<file path="src/rtl/tmr_pkg.sv">
package tmr_pkg;
  localparam int BYTE_W = 8;
  localparam int PRE_W  = 5;

  typedef enum logic [1:0] {
    SH_13     = 2'd0,
    SH_16     = 2'd1,
    SH_RELOAD = 2'd2,
    SH_SPLIT  = 2'd3
  } shape_e;

  typedef struct packed {
    logic [BYTE_W-1:0] hi;
    logic [BYTE_W-1:0] lo;
    logic              wrap;
  } step_t;

  // One advance of a byte pair in the given shape (split: low half only).
  function automatic step_t step_cnt(shape_e sh, logic [BYTE_W-1:0] hi,
                                     logic [BYTE_W-1:0] lo);
    step_t r;
    r.hi   = hi;
    r.lo   = lo;
    r.wrap = 1'b0;
    case (sh)
      SH_13: begin
        if (&lo[PRE_W-1:0]) begin
          r.lo   = {lo[BYTE_W-1:PRE_W], {PRE_W{1'b0}}};
          r.hi   = hi + 1'b1;
          r.wrap = &hi;
        end else begin
          r.lo = {lo[BYTE_W-1:PRE_W], lo[PRE_W-1:0] + 1'b1};
        end
      end
      SH_16: {r.wrap, r.hi, r.lo} = {1'b0, hi, lo} + 1'b1;
      SH_RELOAD: begin
        if (&lo) begin
          r.lo   = hi;
          r.wrap = 1'b1;
        end else begin
          r.lo = lo + 1'b1;
        end
      end
      default: begin
        r.lo   = lo + 1'b1;
        r.wrap = &lo;
      end
    endcase
    return r;
  endfunction
endpackage

</file>
<file path="src/rtl/tmr_pinsync.sv">
module tmr_pinsync #(
  parameter int STAGES = 2
) (
  input  logic clk,
  input  logic rst_n,
  input  logic pin,
  output logic lvl,
  output logic fall
);
  logic [STAGES:0] sr;

  always_ff @(posedge clk or negedge rst_n) begin
    if (!rst_n) sr <= '0;
    else        sr <= {sr[STAGES-1:0], pin};
  end

  assign lvl  = sr[STAGES-1];
  assign fall = sr[STAGES] & ~sr[STAGES-1];
endmodule

</file>
<file path="src/rtl/tmr_chan.sv">
module tmr_chan
  import tmr_pkg::*;
#(
  parameter bit SPLIT_OK = 1'b0
) (
  input  logic              clk,
  input  logic              rst_n,
  input  shape_e            shape,
  input  logic              adv,
  input  logic              adv_hi,
  input  logic              we_lo,
  input  logic              we_hi,
  input  logic [BYTE_W-1:0] wdata,
  output logic [BYTE_W-1:0] lo,
  output logic [BYTE_W-1:0] hi,
  output logic              wrap,
  output logic              wrap_hi
);
  step_t nxt;
  logic  wr, split, idle;

  assign nxt   = step_cnt(shape, hi, lo);
  assign wr    = we_lo | we_hi;
  assign split = (shape == SH_SPLIT) && SPLIT_OK;
  assign idle  = (shape == SH_SPLIT) && !SPLIT_OK;
  assign wrap  = adv && !wr && !idle && nxt.wrap;

  generate
    if (SPLIT_OK) begin : g_split
      assign wrap_hi = split && adv_hi && !wr && (&hi);
    end else begin : g_nosplit
      assign wrap_hi = 1'b0;
    end
  endgenerate

  always_ff @(posedge clk or negedge rst_n) begin
    if (!rst_n) begin
      lo <= '0;
      hi <= '0;
    end else if (wr) begin
      if (we_lo) lo <= wdata;
      if (we_hi) hi <= wdata;
    end else begin
      if (adv && !idle) begin
        lo <= nxt.lo;
        if (!split) hi <= nxt.hi;
      end
      if (split && adv_hi) hi <= hi + 1'b1;
    end
  end
endmodule

</file>
<file path="src/rtl/tmr_pair.sv">
module tmr_pair
  import tmr_pkg::*;
#(
  parameter int SYNC_STAGES = 2
) (
  input  logic       clk,
  input  logic       rst_n,
  input  logic       tick,
  input  logic [1:0] cnt_pin,
  input  logic [1:0] gate_pin,
  input  logic       mode_we,
  input  logic [7:0] mode_wdata,
  input  logic       run_we,
  input  logic [1:0] run_wdata,
  input  logic [3:0] byte_we,
  input  logic [7:0] byte_wdata,
  input  logic       flag_we,
  input  logic [1:0] flag_wdata,
  input  logic [1:0] ack,
  output logic [7:0] mode_o,
  output logic [1:0] run_o,
  output logic [7:0] c0_lo,
  output logic [7:0] c0_hi,
  output logic [7:0] c1_lo,
  output logic [7:0] c1_hi,
  output logic [1:0] ovf_o
);
  localparam int NCH = 2;

  logic [NCH-1:0] gate_s, cnt_fall, adv, set_ev;
  logic           wrap0, wrap1, wrap_hi0, wrap_hi1, split0;
  shape_e         sh0, sh1;

  assign sh0    = shape_e'(mode_o[1:0]);
  assign sh1    = shape_e'(mode_o[5:4]);
  assign split0 = (sh0 == SH_SPLIT);

  for (genvar i = 0; i < NCH; i++) begin : g_ch
    logic gate_unused, cnt_lvl_unused;
    logic gate_ok, src;
    tmr_pinsync #(.STAGES(SYNC_STAGES)) u_gsync (
      .clk(clk), .rst_n(rst_n), .pin(gate_pin[i]),
      .lvl(gate_s[i]), .fall(gate_unused));
    tmr_pinsync #(.STAGES(SYNC_STAGES)) u_csync (
      .clk(clk), .rst_n(rst_n), .pin(cnt_pin[i]),
      .lvl(cnt_lvl_unused), .fall(cnt_fall[i]));
    assign gate_ok = !mode_o[4*i+3] || gate_s[i];
    assign src     = mode_o[4*i+2] ? cnt_fall[i] : tick;
    assign adv[i]  = run_o[i] && gate_ok && src;
  end

  tmr_chan #(.SPLIT_OK(1'b1)) u_ch0 (
    .clk(clk), .rst_n(rst_n), .shape(sh0), .adv(adv[0]),
    .adv_hi(run_o[1] && tick), .we_lo(byte_we[0]), .we_hi(byte_we[1]),
    .wdata(byte_wdata), .lo(c0_lo), .hi(c0_hi), .wrap(wrap0), .wrap_hi(wrap_hi0));

  tmr_chan #(.SPLIT_OK(1'b0)) u_ch1 (
    .clk(clk), .rst_n(rst_n), .shape(sh1), .adv(adv[1] && !split0),
    .adv_hi(1'b0), .we_lo(byte_we[2]), .we_hi(byte_we[3]),
    .wdata(byte_wdata), .lo(c1_lo), .hi(c1_hi), .wrap(wrap1), .wrap_hi(wrap_hi1));

  assign set_ev = {wrap1 | wrap_hi0 | wrap_hi1, wrap0};

  always_ff @(posedge clk or negedge rst_n) begin
    if (!rst_n) begin
      mode_o <= '0;
      run_o  <= '0;
    end else begin
      if (mode_we) mode_o <= mode_wdata;
      if (run_we)  run_o  <= run_wdata;
    end
  end

  for (genvar i = 0; i < NCH; i++) begin : g_flag
    always_ff @(posedge clk or negedge rst_n) begin
      if (!rst_n)          ovf_o[i] <= 1'b0;
      else if (set_ev[i])  ovf_o[i] <= 1'b1;
      else if (flag_we)    ovf_o[i] <= flag_wdata[i];
      else if (ack[i])     ovf_o[i] <= 1'b0;
    end
  end
endmodule

</file>
<file path="config.mk">
export PLATFORM = sky130hd
export DESIGN_NAME = tmr_pair
export DESIGN_NICKNAME = d
export VERILOG_FILES = /design/src/rtl/tmr_pkg.sv /design/src/rtl/tmr_pinsync.sv /design/src/rtl/tmr_chan.sv /design/src/rtl/tmr_pair.sv
export SDC_FILE = /design/constraint.sdc
export NUM_CORES = 1
export LEC_CHECK = 0
export ABC_AREA = 1
export BUFFER_PORTS_ARGS = -buffer_cell sky130_fd_sc_hd__buf_2
export CAP_MARGIN = 0
export CORE_AREA = 2 2 114 116
export CTS_BUF_LIST = sky130_fd_sc_hd__clkbuf_4
export DETAILED_ROUTE_END_ITERATION = 10
export DIE_AREA = 0 0 116 118
export PLACE_DENSITY = 0.56
export REMOVE_ABC_BUFFERS = 1
export SLEW_MARGIN = 10
export SYNTH_ARGS = -nofsm -noshare
export SYNTH_HDL_FRONTEND = slang
export SYNTH_SLANG_ARGS = --single-unit
</file>
<file path="constraint.sdc">
create_clock -name clk -period 2.4 [get_ports clk]
set_input_delay 0.72 -clock clk [delete_from_list [all_inputs] [get_ports clk]]
set_output_delay 0.72 -clock clk [all_outputs]
set_load 0.02 [all_outputs]
</file>
* After elaboration in Yosys (flattened, before gate mapping)
Cells that the tools add are included.
** Storage, ports and cells
- Flip-flop bits (word level) :: 54
- Input bits :: 36
- Output and inout port bits :: 44
** Cells by class
- Add/sub/neg operators :: 8
- Eq/ne operators :: 15
- Muxes and demuxes :: 36
- Bitwise operators :: 7
- Reductions and logical operators :: 44
** Operator list (count)
- 8-bit 2-to-1 mux :: 18
- 9-bit one-hot mux with 3 select lines :: 2
- 16-bit by 1-bit adder with 17-bit output, second input constant :: 2
- 8-bit by 1-bit adder with 8-bit output, second input constant :: 4
- 8-bit one-hot mux with 2 select lines :: 2
- 8-bit AND reduction :: 4
- 1-bit logical AND :: 15
- 5-bit AND reduction :: 3
- 1-bit 2-to-1 mux :: 12
- 3-bit nonzero test :: 4
- 5-bit by 1-bit adder with 5-bit output, second input constant :: 2
- 5-bit 2-to-1 mux :: 2
- 2-bit == test, second input constant :: 4
- 2-bit inequality test, second input constant :: 4
- 1-bit logical NOT :: 6
- 3-bit AND reduction :: 2
- 2-bit by 1-bit == test with 1-bit output, second input constant :: 2
- 2-bit logical NOT :: 2
- 2-bit by 1-bit inequality test with 1-bit output, second input constant :: 2
- 4-bit by 1-bit inequality test with 1-bit output, second input constant :: 1
- 2-bit AND reduction :: 2
- 4-bit AND reduction :: 1
- 2-bit nonzero test :: 2
- 4-bit nonzero test :: 1
- other kinds (6) :: 11

* Longest topological paths before layout
Gate-level depths: netlist of run 1.
- Word-level depth :: 10
- Gate-level depth with buffers :: 12

* Cells and area by module
From an unflattened synthesis of run 1, not the netlist that was laid out.
** Second synthesis, totals
- Cells, all modules :: 579
- Area, all modules :: 3898.7 um^2
** By module, submodules not included
- tmr_chan at u_ch0 :: instances 1, cells each 257, area an instance 1545.2 um^2, seq. area each 400.4 um^2
- tmr_chan at u_ch1 :: instances 1, cells each 235, area an instance 1477.7 um^2, seq. area each 400.4 um^2
- tmr_pair :: instances 1, cells each 67, area an instance 535.5 um^2, seq. area each 300.3 um^2
- tmr_pinsync :: instances 4, cells each 5, area an instance 85.1 um^2, seq. area each 75.1 um^2

* Least setup slack after synthesis of run 1
OpenSTA, ideal clock, no wires.
- Path type :: register -> register
- Start point :: reg u_ch0.lo[0]
- End point :: reg u_ch0.hi[2]
- Library setup time :: 0.117 ns
- Arrival time :: 1.743 ns
- Data required time :: 2.283 ns
- Slack :: 0.540 ns
- Stages on the path, launching flop included :: 12
- Period minus slack after synthesis :: 1.860 ns
- Path through :: dfrtp_1 ha_1 nand3_1 inv_2 ha_1 or2_4 nand2_2 nand2_2 nand2_4 nor2_1 o21ai_1 inv_1
** On the way
- Longest elaborated chain between the ends :: 6
- Elaborated cells on any way between the ends :: 9
** RTL lines
- start: declaration :: RTL line tmr_chan.sv:14 : output logic [BYTE_W-1:0] lo,
- start signal: assignment :: RTL line tmr_chan.sv:41 : if (we_lo) lo <= wdata;
- start signal: assignment :: RTL line tmr_chan.sv:45 : lo <= nxt.lo;
- 16-bit by 1-bit adder with 17-bit output :: RTL line tmr_pkg.sv:35 : SH_16: {r.wrap, r.hi, r.lo} = {1'b0, hi, lo} + 1'b1;
- 8-bit one-hot mux with 2 select lines :: RTL line tmr_pkg.sv:25 : case (sh)
- 8-bit 2-to-1 mux :: RTL line tmr_chan.sv:46 : if (!split) hi <= nxt.hi;
- 8-bit 2-to-1 mux :: RTL line tmr_chan.sv:44 : if (adv && !idle) begin
- 8-bit 2-to-1 mux :: RTL line tmr_chan.sv:48 : if (split && adv_hi) hi <= hi + 1'b1;
- 8-bit 2-to-1 mux :: RTL line tmr_chan.sv:40 : end else if (wr) begin
- end signal: assignment :: RTL line tmr_chan.sv:42 : if (we_hi) hi <= wdata;
- end signal: assignment :: RTL line tmr_chan.sv:46
- end signal: assignment :: RTL line tmr_chan.sv:48
- end: declaration :: RTL line tmr_chan.sv:15 : output logic [BYTE_W-1:0] hi,
Parallel ways exist; a longest one is shown, timed or not. The select of a mux whose other input is x is not followed.
A chain may end at the register's enable or synchronous reset.

* Final worst setup path of run 1
- Start point :: reg u_ch0.lo[0]
- End point :: reg u_ch0.hi[5]
Same word-level chain as after synthesis.

==> impl_summary.txt, run 1 <==
----------------------------------------------------
[Timing]
  Tcrit/Tclk final ... 82.0%
  Pin slew with the least headroom to its limit ... 0.377 ns
  RSZ-0062 raised after global routing ... no
  Max Freq ... 508 MHz
  Minimum setup slack in the final design ... 0.432 ns
  Shortest clock period the worst path allows after layout ... 1.97 ns
  TNS Setup ... 0 ns
  Max-slew violation total from the final report ... 0
  Relative slew slack ... 74.8%
  Final setup viols ... 0
  Worst clock skew ... 0.0267 ns
  Total count of hold-check failures in the final report ... 0

[CTS]
  Clock root cell ... clkbuf_4
  Clock buffers created by TritonCTS ... 5
  Cts repair resizes ... 0
  Number of clock sinks seen by CTS ... 54
  Longest Clk Path Bufs ... 2
  TritonCTS clock tree ... yes
  Number of buffers added to fix hold violations after cts ... 0
  Latest clock arrival within the worst-skew pair ... 0.39 ns
  # H-tree levels ... 2
  CTS clock-pin slew for the worst setup and hold paths ... 0.18 ns
  Post-CTS Setup Bufs ... 0

[Placement]
  Hpwl dp ... 8320 um
  Routability congestion estimate ... 0.876
  Number of input and output port buffers inserted ... 79
  Number of placed instances, taps included ... 789
  Pre-CTS setup slack ... 0.484 ns
  Post-DP Area ... 4290 um^2

[Worst setup path]
  Highest fanout seen on the critical path ... 10
  Worst Reg2Reg Path Length in Cells ... 11
  Required time of the critical path ... 2.68 ns
  Startpoint of the worst setup timing path ... u_ch0.lo[0]
  Kind of end point of the critical path ... register
  Crit path arrival time ... 2.24 ns
  Launching point of the worst reg2reg path ... u_ch0.lo[0]
  Setup Crit Path Kind ... reg -> reg
  Reg-to-reg slack, setup ... 0.43 ns
  Worst reg2reg endpoint ... u_ch0.hi[5]
  Startpoint Class ... register

[Global routing]
  Total global routing overflow ... 0
  Vias in the first global route ... 3541
  Pin count of the biggest net entering global routing ... 55
  First-pass GRT wire length ... 17400 um
  Initial antenna violation count ... 0
  Total routing resource utilization after global routing ... 15.8%

[Flow run]
  Max-cap violation count ... 0

[Routing]
  DRC violations left ... 0
  Via/cell ratio ... 4.67
  TritonRoute pass-1 iters ... 5
  Overall routed net length ... 10700 um
  DRC marker count from the first detailed-route iteration ... 216
  Routed wire per std cell ... 13.4 um
  Number of nets with antenna violations after detailed routing ... 0
  Total via count after detailed routing ... 3723

[Logic synthesis]
  Flip-flop and latch count after synthesis ... 54
  Number of standard cells after synthesis ... 542
  Cells taking the most area after synthesis ... dfrtp_1 (37%), nand2_1 (15%), nor2_1 (8.6%), nand3_1 (6.5%), inv_1 (6.2%)
  Dominant register cell in the synthesized netlist ... dfrtp_1
  Most instantiated library cell after synthesis ... nand2_1
  Number of enable flip-flop cells after synthesis ... 0
  Count of warnings emitted by yosys ... 0
  Async set-or-reset flop fraction in the synthesized netlist ... 100%
  Sequential area share after synthesis ... 36.7%
  Average cell area after synthesis ... 6.80 um^2
  Most numerous cell types in the synthesized netlist ... nand2_1 (143), nor2_1 (84), inv_1 (61)
  Total standard cell area after synthesis ... 3680 um^2
  Post-synthesis cell type with the largest combined area ... dfrtp_1
  Unique masters post-synth ... 37
  Share of the synthesized area in the top cell type ... 36.7%

[Layout]
  Share of cells above drive strength 1 ... 20.5%
  Final design utilization ... 35.2%
  Total inserted antenna cells ... 0
  Final-stage net count ... 666
  Finished layout cell area ... 4370 um^2
  Layout overhead on the synthesized area ... 18.6%
  Final-layout fill cell count ... 1400
  Count of placed standard cells in the final layout, fillers left out ... 797

[Floorplan]
  Initial core utilization ... 29.7%
  Die area ... 13700 um^2
  Y dimension of the die ... 118 um
  I/O pin count ... 80
  Die Width ... 116 um
  Row count ... 41
  Core outline area ... 12400 um^2

[Power]
  Peak supply drop ... 0.000224 V
  Power per Cell Area ... 615 nW/um^2
  Leakage power total ... 2.24 nW

[Run status]
  Status ... completed

[Hold path]
  Kind of path behind the tightest hold check ... in -> async

----------------------------------------------------
==> area by class of cell <==
cell class	instances	area (um^2)	share of cell area [%]
Tap cell	172	215	4.93
Inverter	67	255	5.84
Timing Repair Buffer	83	438	10.0
Sequential cell	54	1350	30.9
Clock buffer	7	52.6	1.20
Multi-Input combinational cell	413	2030	46.4
Clock inverter	1	30.0	0.687
==> logic make-up (layout without fill, tap and decap cells) <==
family	count (synthesis)	in the layout	synth area share, %
AO/OA/AOI/OAI	73	73	10.9
buffers and inverters	75	158	8.32
multiplexers	3	3	0.917
flip-flops	54	54	36.7
adder cells (fa/ha/maj)	6	6	2.04
XOR/XNOR	7	7	1.66
AND/OR/NAND/NOR	324	324	39.5
==> cells in the final DEF (no fill, tap or decap), types with 4 or more instances in the layout <==
cell type,instances
clkbuf_4,7
dfrtp_1,54
nor2_2,4
nand4_1,11
nand3_1,48
nor2_4,6
o21ai_0,29
a21oi_1,32
nor2_1,84
inv_2,4
nand2_2,9
nand2_1,143
inv_1,61
nor2b_1,4
ha_1,6
xor2_1,6
buf_2,79
==> stage by stage <==
stage	hold slack [ns]	power [mW]
after global placement	0.332	2.13
after CTS	0.303	2.71
final	0.288	2.69
after detailed placement	0.337	2.15
after floorplan	0.331	1.81
after global routing	0.298	2.88
==> how the worst max path moves through the flow <==
stage	endpoint
6_report	u_ch0.hi[5]
3_3_place_gp	u_ch1.hi[0]
3_5_place_dp	u_ch0.hi[5]
4_1_cts	c1_hi[3]
2_1_floorplan	u_ch1.lo[1]
5_1_grt	u_ch0.hi[7]
==> sequential cells by signal (all words and copies together) (netlist names) <==
register / cells
u_ch0.lo: 8
u_ch0.hi: 8
u_ch1.hi: 8
run_o: 2
ovf_o: 2
g_ch.u_csync.sr: 6
u_ch1.lo: 8
mode_o: 8
g_ch.u_gsync.sr: 4
==> where the power goes <==
part | internal, mW | switching (mW)
Clock | 0.244 | 0.308
Sequential | 1.02 | 0.190
Combinational | 0.326 | 0.599
==> layer usage <==
layer  track usage [%]  share of wire (%)  vias to the layer above
li1                  -                  -                     1900
met1              21.7                 47                     1716
met2              25.4                 46                       98
met3              3.19                5.4                        9
met4              3.94                1.2                        0
met5                 0                  0                        -
==> worst max-delay path, stage by stage (launching register included) <==
cell and delay, ns:
dfrtp_1 0.46, ha_1 0.27, nand3_1 0.12, inv_2 0.07, ha_1 0.18, or2_4 0.27
nand2_2 0.06, nand2_2 0.06, nand2_4 0.13, inv_4 0.07, nor2_1 0.09, a21oi_1 0.05
No activity file was read; power rests on OpenSTA's default activity.
==> run 2: changes to the inputs <==
clock period = 2.05 ns   (was 2.4 ns; I/O delays follow)
==> run 2 against run 1 <==
  * Clock power shrank 3%
  * Core utilization grew 0.78 points
  * Critical endpoint is now u_ch1.hi[5]
  * Cell count is 1.8% higher
  * Non-clock buffer count rose by 14
  * Worst hold slack worse by 0.13 ns
  * Combinational power increased by 25%
==> impl_summary.txt, run 2 (same netlist as run 1, synthesis figures left out) <==
----------------------------------------------------
[Routing]
  TritonRoute pass-1 iters ... 5 (unchanged)
  Routed wire per std cell ... 13.5 um (+0.76%)
  DRC marker count from the first detailed-route iteration ... 231 (+6.9%)
  Via/cell ratio ... 4.71 (+0.89%)
  Total via count after detailed routing ... 3822 (+2.7%)
  Number of nets with antenna violations after detailed routing ... 0 (unchanged)
  Overall routed net length ... 10900 um (+2.5%)
  DRC violations left ... 0 (unchanged)

[Global routing]
  Pin count of the biggest net entering global routing ... 55 (unchanged)
  Total routing resource utilization after global routing ... 16.2% (+0.42 points)
  Initial antenna violation count ... 0 (unchanged)
  Vias in the first global route ... 3663 (+3.4%)
  Total global routing overflow ... 0 (unchanged)
  First-pass GRT wire length ... 18000 um (+3.2%)

[Timing]
  TNS Setup ... 0 ns (unchanged)
  Final setup viols ... 0 (unchanged)
  Max-slew violation total from the final report ... 0 (unchanged)
  Tcrit/Tclk final ... 95.5% (+13 points)
  Max Freq ... 511 MHz (+0.52%)
  Total count of hold-check failures in the final report ... 0 (unchanged)
  RSZ-0062 raised after global routing ... no
  Relative slew slack ... 76.5% (+1.7 points)
  Shortest clock period the worst path allows after layout ... 1.96 ns (-0.0103 ns)
  Pin slew with the least headroom to its limit ... 0.349 ns (-0.0282 ns)
  Worst clock skew ... 0.0136 ns (-0.0131 ns)

[Run status]
  Status ... completed

[Layout]
  Commonest cells after routing, fill and taps aside ... nand2_1 (143), nor2_1 (84), buf_2 (79), inv_1 (61), dfrtp_1 (52)
  Share of cells above drive strength 1 ... 22.8% (+2.4 points)
  Final-stage net count ... 680 (+2.1%)
  Commonest non-fill, non-tap cell in the layout ... nand2_1
  Count of placed standard cells in the final layout, fillers left out ... 811 (+1.8%)
  Total inserted antenna cells ... 0 (unchanged)
  Layout overhead on the synthesized area ... 21.2%

[Power]
  Combinational cell fraction of total power ... 37.5% (+3.1 points)
  Sequential cell fraction of total power ... 45.1% (about the same)
  Power share of the clock group ... 17.3% (-3.3 points)
  Net switching share of the total power ... 43.2% (+2.3 points)
  Power per Cell Area ... 694 nW/um^2 (+13%)
  Leakage power total ... 2.29 nW (+2.4%)
  Internal cell power ... 1.76 mW (+11%)
  Peak supply drop ... 0.000293 V (+31%)
  Switching component of the power ... 1.34 mW (+22%)

[Worst setup path]
  Required time of the critical path ... 2.38 ns (-0.30 ns)
  Gate family responsible for the most delay along the worst path ... compound AO/OA/AOI/OAI gates
  Startpoint Class ... register
  Combined buffer and inverter count along the critical path ... 2 (unchanged)
  Setup Crit Path Kind ... reg -> reg
  CP max-delay cell ... dfrtp_2
  CP Cell Sequence ... ha_2 > nand3_2 > inv_1 > ha_1 > o211ai_1 > o21bai_4 > buf_4 > nor2b_1 > a21oi_1
  Kind of end point of the critical path ... register
  Critical Path Max Stage Delay ... 0.47 ns (about the same)
  Highest fanout seen on the critical path ... 9 (-1)
  Crit path arrival time ... 2.29 ns (+0.05 ns)

[Floorplan]
  Initial core utilization ... 29.7% (unchanged)
  Core outline area ... 12400 um^2 (unchanged)
  Die area ... 13700 um^2 (unchanged)
  I/O pin count ... 80 (unchanged)
  Y dimension of the die ... 118 um (unchanged)
  Row count ... 41 (unchanged)
  Die Width ... 116 um (unchanged)

[Placement]
  Number of placed instances, taps included ... 794 (+0.63%)
  Hpwl dp ... 8580 um (+3.1%)
  Number of input and output port buffers inserted ... 79 (unchanged)
  Routability congestion estimate ... 0.865 (-1.3%)

[CTS]
  Clock root cell ... clkbuf_4
  Clock buffers created by TritonCTS ... 5 (unchanged)
  Number of clock sinks seen by CTS ... 54 (unchanged)
  Number of buffers added to fix hold violations after cts ... 0 (unchanged)
  Latest clock arrival within the worst-skew pair ... 0.40 ns (about the same)
  CTS clock-pin slew for the worst setup and hold paths ... 0.18 ns (about the same)
  # H-tree levels ... 2 (unchanged)
  TritonCTS clock tree ... yes
  Longest Clk Path Bufs ... 2 (unchanged)

[Flow run]
  Max-cap violation count ... 0 (unchanged)

[Hold path]
  Kind of path behind the tightest hold check ... in -> async

----------------------------------------------------
run 2: worst register-to-register path, cell delays in order (launching register included):
cell and delay, ns:
dfrtp_2 0.47, ha_2 0.21, nand3_2 0.11, inv_1 0.05, ha_1 0.19, o211ai_1 0.28, o21bai_4 0.15, buf_4 0.17
nor2b_1 0.12, a21oi_1 0.14
run 2: timing repair:
action | CTS | global route
setup buffers | 0 | 9
gates resized for setup | 0 | 4
setup endpoints to repair | 0 | 13
run 2: path summary, 6_finish.rpt:
kind	end	depth (start not counted)	slack [ns]	start
min in group clk	g_ch[1].u_gsync.sr[0]	1	0.30	gate_pin[1]
worst max register to register	u_ch1.hi[5]	9	0.09	u_ch1.lo[0]
worst min register to register	g_ch[1].u_csync.sr[1]	0	0.37	g_ch[1].u_csync.sr[0]
max in group asynchronous	u_ch1.lo[0]	2	1.61	rst_n
worst max-delay path	u_ch1.hi[5]	9	0.09	u_ch1.lo[0]
worst min-delay path	u_ch0.lo[6]	2	0.16	rst_n
run 2: power by group through the flow:
stage               clock (mW)  sequential (mW)  combinational, mW
detailed placement           0             1.42               1.13
global placement             0             1.42               1.11
finish                   0.537             1.40               1.16
global route             0.598             1.42               1.31
CTS                      0.558             1.40               1.14
floorplan                    0             1.52              0.595
run 2: layer usage:
metal | part of all wire [%] | GRT usage, %
met1 | 46 | 21.9
met2 | 46 | 26.0
met3 | 6.1 | 3.45
met4 | 2.0 | 4.91
met5 | 0 | 0
run 2: stage by stage:
step	power (mW)	hold slack (ns)	util [%]	worst slack, ns	area (um^2)
2_1_floorplan	2.11	0.319	-	0.190	3630
3_3_place_gp	2.53	0.332	34.8	0.177	4320
3_5_place_dp	2.55	0.336	34.8	0.0652	4320
4_1_cts	3.09	0.181	35.3	0.0335	4390
5_1_grt	3.33	0.164	36.0	0.0202	4470
6_report	3.10	0.160	36.0	0.0921	4470
run 2: final cells by class:
cell class | instances | area (um^2)
fill | 1379 | 7950
multi-input combinational | 413 | 2030
sequential | 54 | 1350
timing repair buffer | 97 | 543
inverter | 67 | 255
tap | 172 | 215
clock buffer | 5 | 37.5
clock inverter | 3 | 26.3
==> run 3: changes to the inputs <==
TNS_END_PERCENT = 10   (was default)
clock period = 1.95 ns   (was 2.05 ns; I/O delays follow)
==> run 3 against run 2 <==
  * First-iteration DRC count is 1.7% lower
  * Largest power group unchanged
  * Die area did not move
  * Worst hold slack got worse by 0.021 ns
  * Via count increased by 2.7%
  * Largest cell class unchanged
  * Sequential power grew 4%
  * Combinational power increased by 11%
==> impl_summary.txt, run 3 (same netlist as run 1, synthesis figures left out) <==
----------------------------------------------------
[Floorplan]
  I/O pin count ... 80 (unchanged)
  Row count ... 41 (unchanged)
  Core outline area ... 12400 um^2 (unchanged)
  Die area ... 13700 um^2 (unchanged)
  Y dimension of the die ... 118 um (unchanged)
  Initial core utilization ... 29.7% (unchanged)
  Die Width ... 116 um (unchanged)

[Power]
  Total design power ... 3.32 mW (+7.2%)
  Power per Cell Area ... 731 nW/um^2 (+5.4%)
  Peak supply drop ... 0.000490 V (+67%)
  Leakage power total ... 2.32 nW (+1.1%)

[Layout]
  Commonest cells after routing, fill and taps aside ... nand2_1 (143), nor2_1 (84), buf_2 (79), inv_1 (61), dfrtp_1 (54)
  Commonest non-fill, non-tap cell in the layout ... nand2_1
  Final-stage net count ... 684 (+0.59%)
  Final design utilization ... 36.6% (+0.61 points)
  Total inserted antenna cells ... 0 (unchanged)
  Share of cells above drive strength 1 ... 23.3% (+0.48 points)
  Finished layout cell area ... 4540 um^2 (+1.7%)
  Layout overhead on the synthesized area ... 23.3%

[Routing]
  Via/cell ratio ... 4.82 (+2.2%)
  DRC violations left ... 0 (unchanged)
  Total via count after detailed routing ... 3926 (+2.7%)
  Number of nets with antenna violations after detailed routing ... 0 (unchanged)
  Routed wire per std cell ... 13.8 um (+2.1%)
  Overall routed net length ... 11200 um (+2.6%)
  DRC marker count from the first detailed-route iteration ... 227 (-1.7%)
  TritonRoute pass-1 iters ... 6 (+1)

[Worst setup path]
  Kind of end point of the critical path ... register
  Startpoint of the worst setup timing path ... u_ch1.lo[0]
  Crit path arrival time ... 2.22 ns (-0.07 ns)
  Launching point of the worst reg2reg path ... u_ch1.lo[0]
  Worst Reg2Reg Path Length in Cells ... 9 (unchanged)
  Required time of the critical path ... 2.28 ns (-0.10 ns)
  Worst reg2reg endpoint ... u_ch1.hi[3]
  Startpoint Class ... register
  Reg-to-reg slack, setup ... 0.07 ns (-0.02 ns)
  Highest fanout seen on the critical path ... 8 (-1)
  Setup Crit Path Kind ... reg -> reg

[Timing]
  Hold Worst Slack ... 0.139 ns (-0.0206 ns)
  Tcrit/Tclk final ... 96.5% (+0.98 points)
  Pin slew with the least headroom to its limit ... 0.444 ns (+0.0951 ns)
  Max Freq ... 531 MHz (+4.1%)
  Final setup viols ... 0 (unchanged)
  Total count of hold-check failures in the final report ... 0 (unchanged)
  Relative slew slack ... 70.1% (-6.4 points)
  Shortest clock period the worst path allows after layout ... 1.88 ns (-0.0763 ns)
  Max-slew violation total from the final report ... 0 (unchanged)
  Worst clock skew ... 0.0202 ns (+0.00658 ns)
  Minimum setup slack in the final design ... 0.0685 ns (-0.0237 ns)
  RSZ-0062 raised after global routing ... yes

[Global routing]
  Initial antenna violation count ... 0 (unchanged)
  Total routing resource utilization after global routing ... 16.4% (+0.12 points)
  Vias in the first global route ... 3711 (+1.3%)
  First-pass GRT wire length ... 17900 um (-0.19%)
  Pin count of the biggest net entering global routing ... 55 (unchanged)
  Total global routing overflow ... 0 (unchanged)

[Placement]
  Hpwl dp ... 8670 um (+1.1%)
  Routability congestion estimate ... 0.891 (+3.0%)
  Number of input and output port buffers inserted ... 79 (unchanged)
  Post-DP Area ... 4390 um^2 (+1.5%)
  Pre-CTS setup slack ... 0.0507 ns (-0.0146 ns)

[CTS]
  Clock root cell ... clkbuf_4
  Latest clock arrival within the worst-skew pair ... 0.41 ns (about the same)
  Longest Clk Path Bufs ... 2 (unchanged)
  Clock buffers created by TritonCTS ... 5 (unchanged)
  Number of clock sinks seen by CTS ... 54 (unchanged)
  TritonCTS clock tree ... yes
  CTS clock-pin slew for the worst setup and hold paths ... 0.19 ns (about the same)
  # H-tree levels ... 2 (unchanged)

[Run status]
  Status ... completed

[Hold path]
  Kind of path behind the tightest hold check ... in -> async

[Flow run]
  Max-cap violation count ... 0 (unchanged)

----------------------------------------------------
## run 3: worst max-delay path by stage
stage                        endpoint  slack (ns)
final                     u_ch1.hi[3]        0.07
after global routing      u_ch1.hi[3]       -0.03
after CTS                 u_ch0.hi[3]        0.01
after detailed placement  u_ch0.hi[3]        0.05
after global placement    u_ch1.hi[2]        0.10
after floorplan           u_ch0.hi[2]        0.09
## run 3: stage by stage
stage	setup TNS, ns	cells
after global placement	0	801
after floorplan	0	534
final	0	815
after detailed placement	0	801
after CTS	0	809
after global routing	-0.0342	815
## run 3: power by group
group / switching (mW) / internal [mW] / leakage [nW]
Combinational: 0.821 / 0.473 / 1.65
Sequential: 0.200 / 1.25 / 0.627
Clock: 0.415 / 0.158 / 0.0377
Total: 1.44 / 1.88 / 2.32
## run 3: repair_timing
action / in CTS / in global routing
buffers inserted: 0 / 5
endpoints found under the hold margin: 0 / 0
setup endpoints to repair: 0 / 22
hold buffers: 0 / 0
gates resized for setup: 0 / 7
## run 3: area by class of cell
class                   count  area (um^2)
fillers                  1389         7870
multi-input cells         414         2080
flip-flops and latches     54         1350
repair buffers            100          578
inverters                  67          255
well taps                 172          215
clock buffers               5         37.5
clock inverters             3         28.8
## run 3: per-layer routing
metal,track usage [%],up-vias,wire (um)
li1,-,1937,-
met4,6.32,0,315
met5,0,-,0
met3,2.99,25,677
met1,21.9,1815,5040
met2,26.1,149,5190
## run 3: worst max-delay path, stage by stage, from the launching register on
cell,delay (ns)
dfrtp_1,0.45
ha_4,0.19
nand3_4,0.06
inv_1,0.05
ha_2,0.17
o211ai_1,0.31
buf_4,0.20
o21bai_4,0.12
nor2b_1,0.15
a21oi_1,0.12
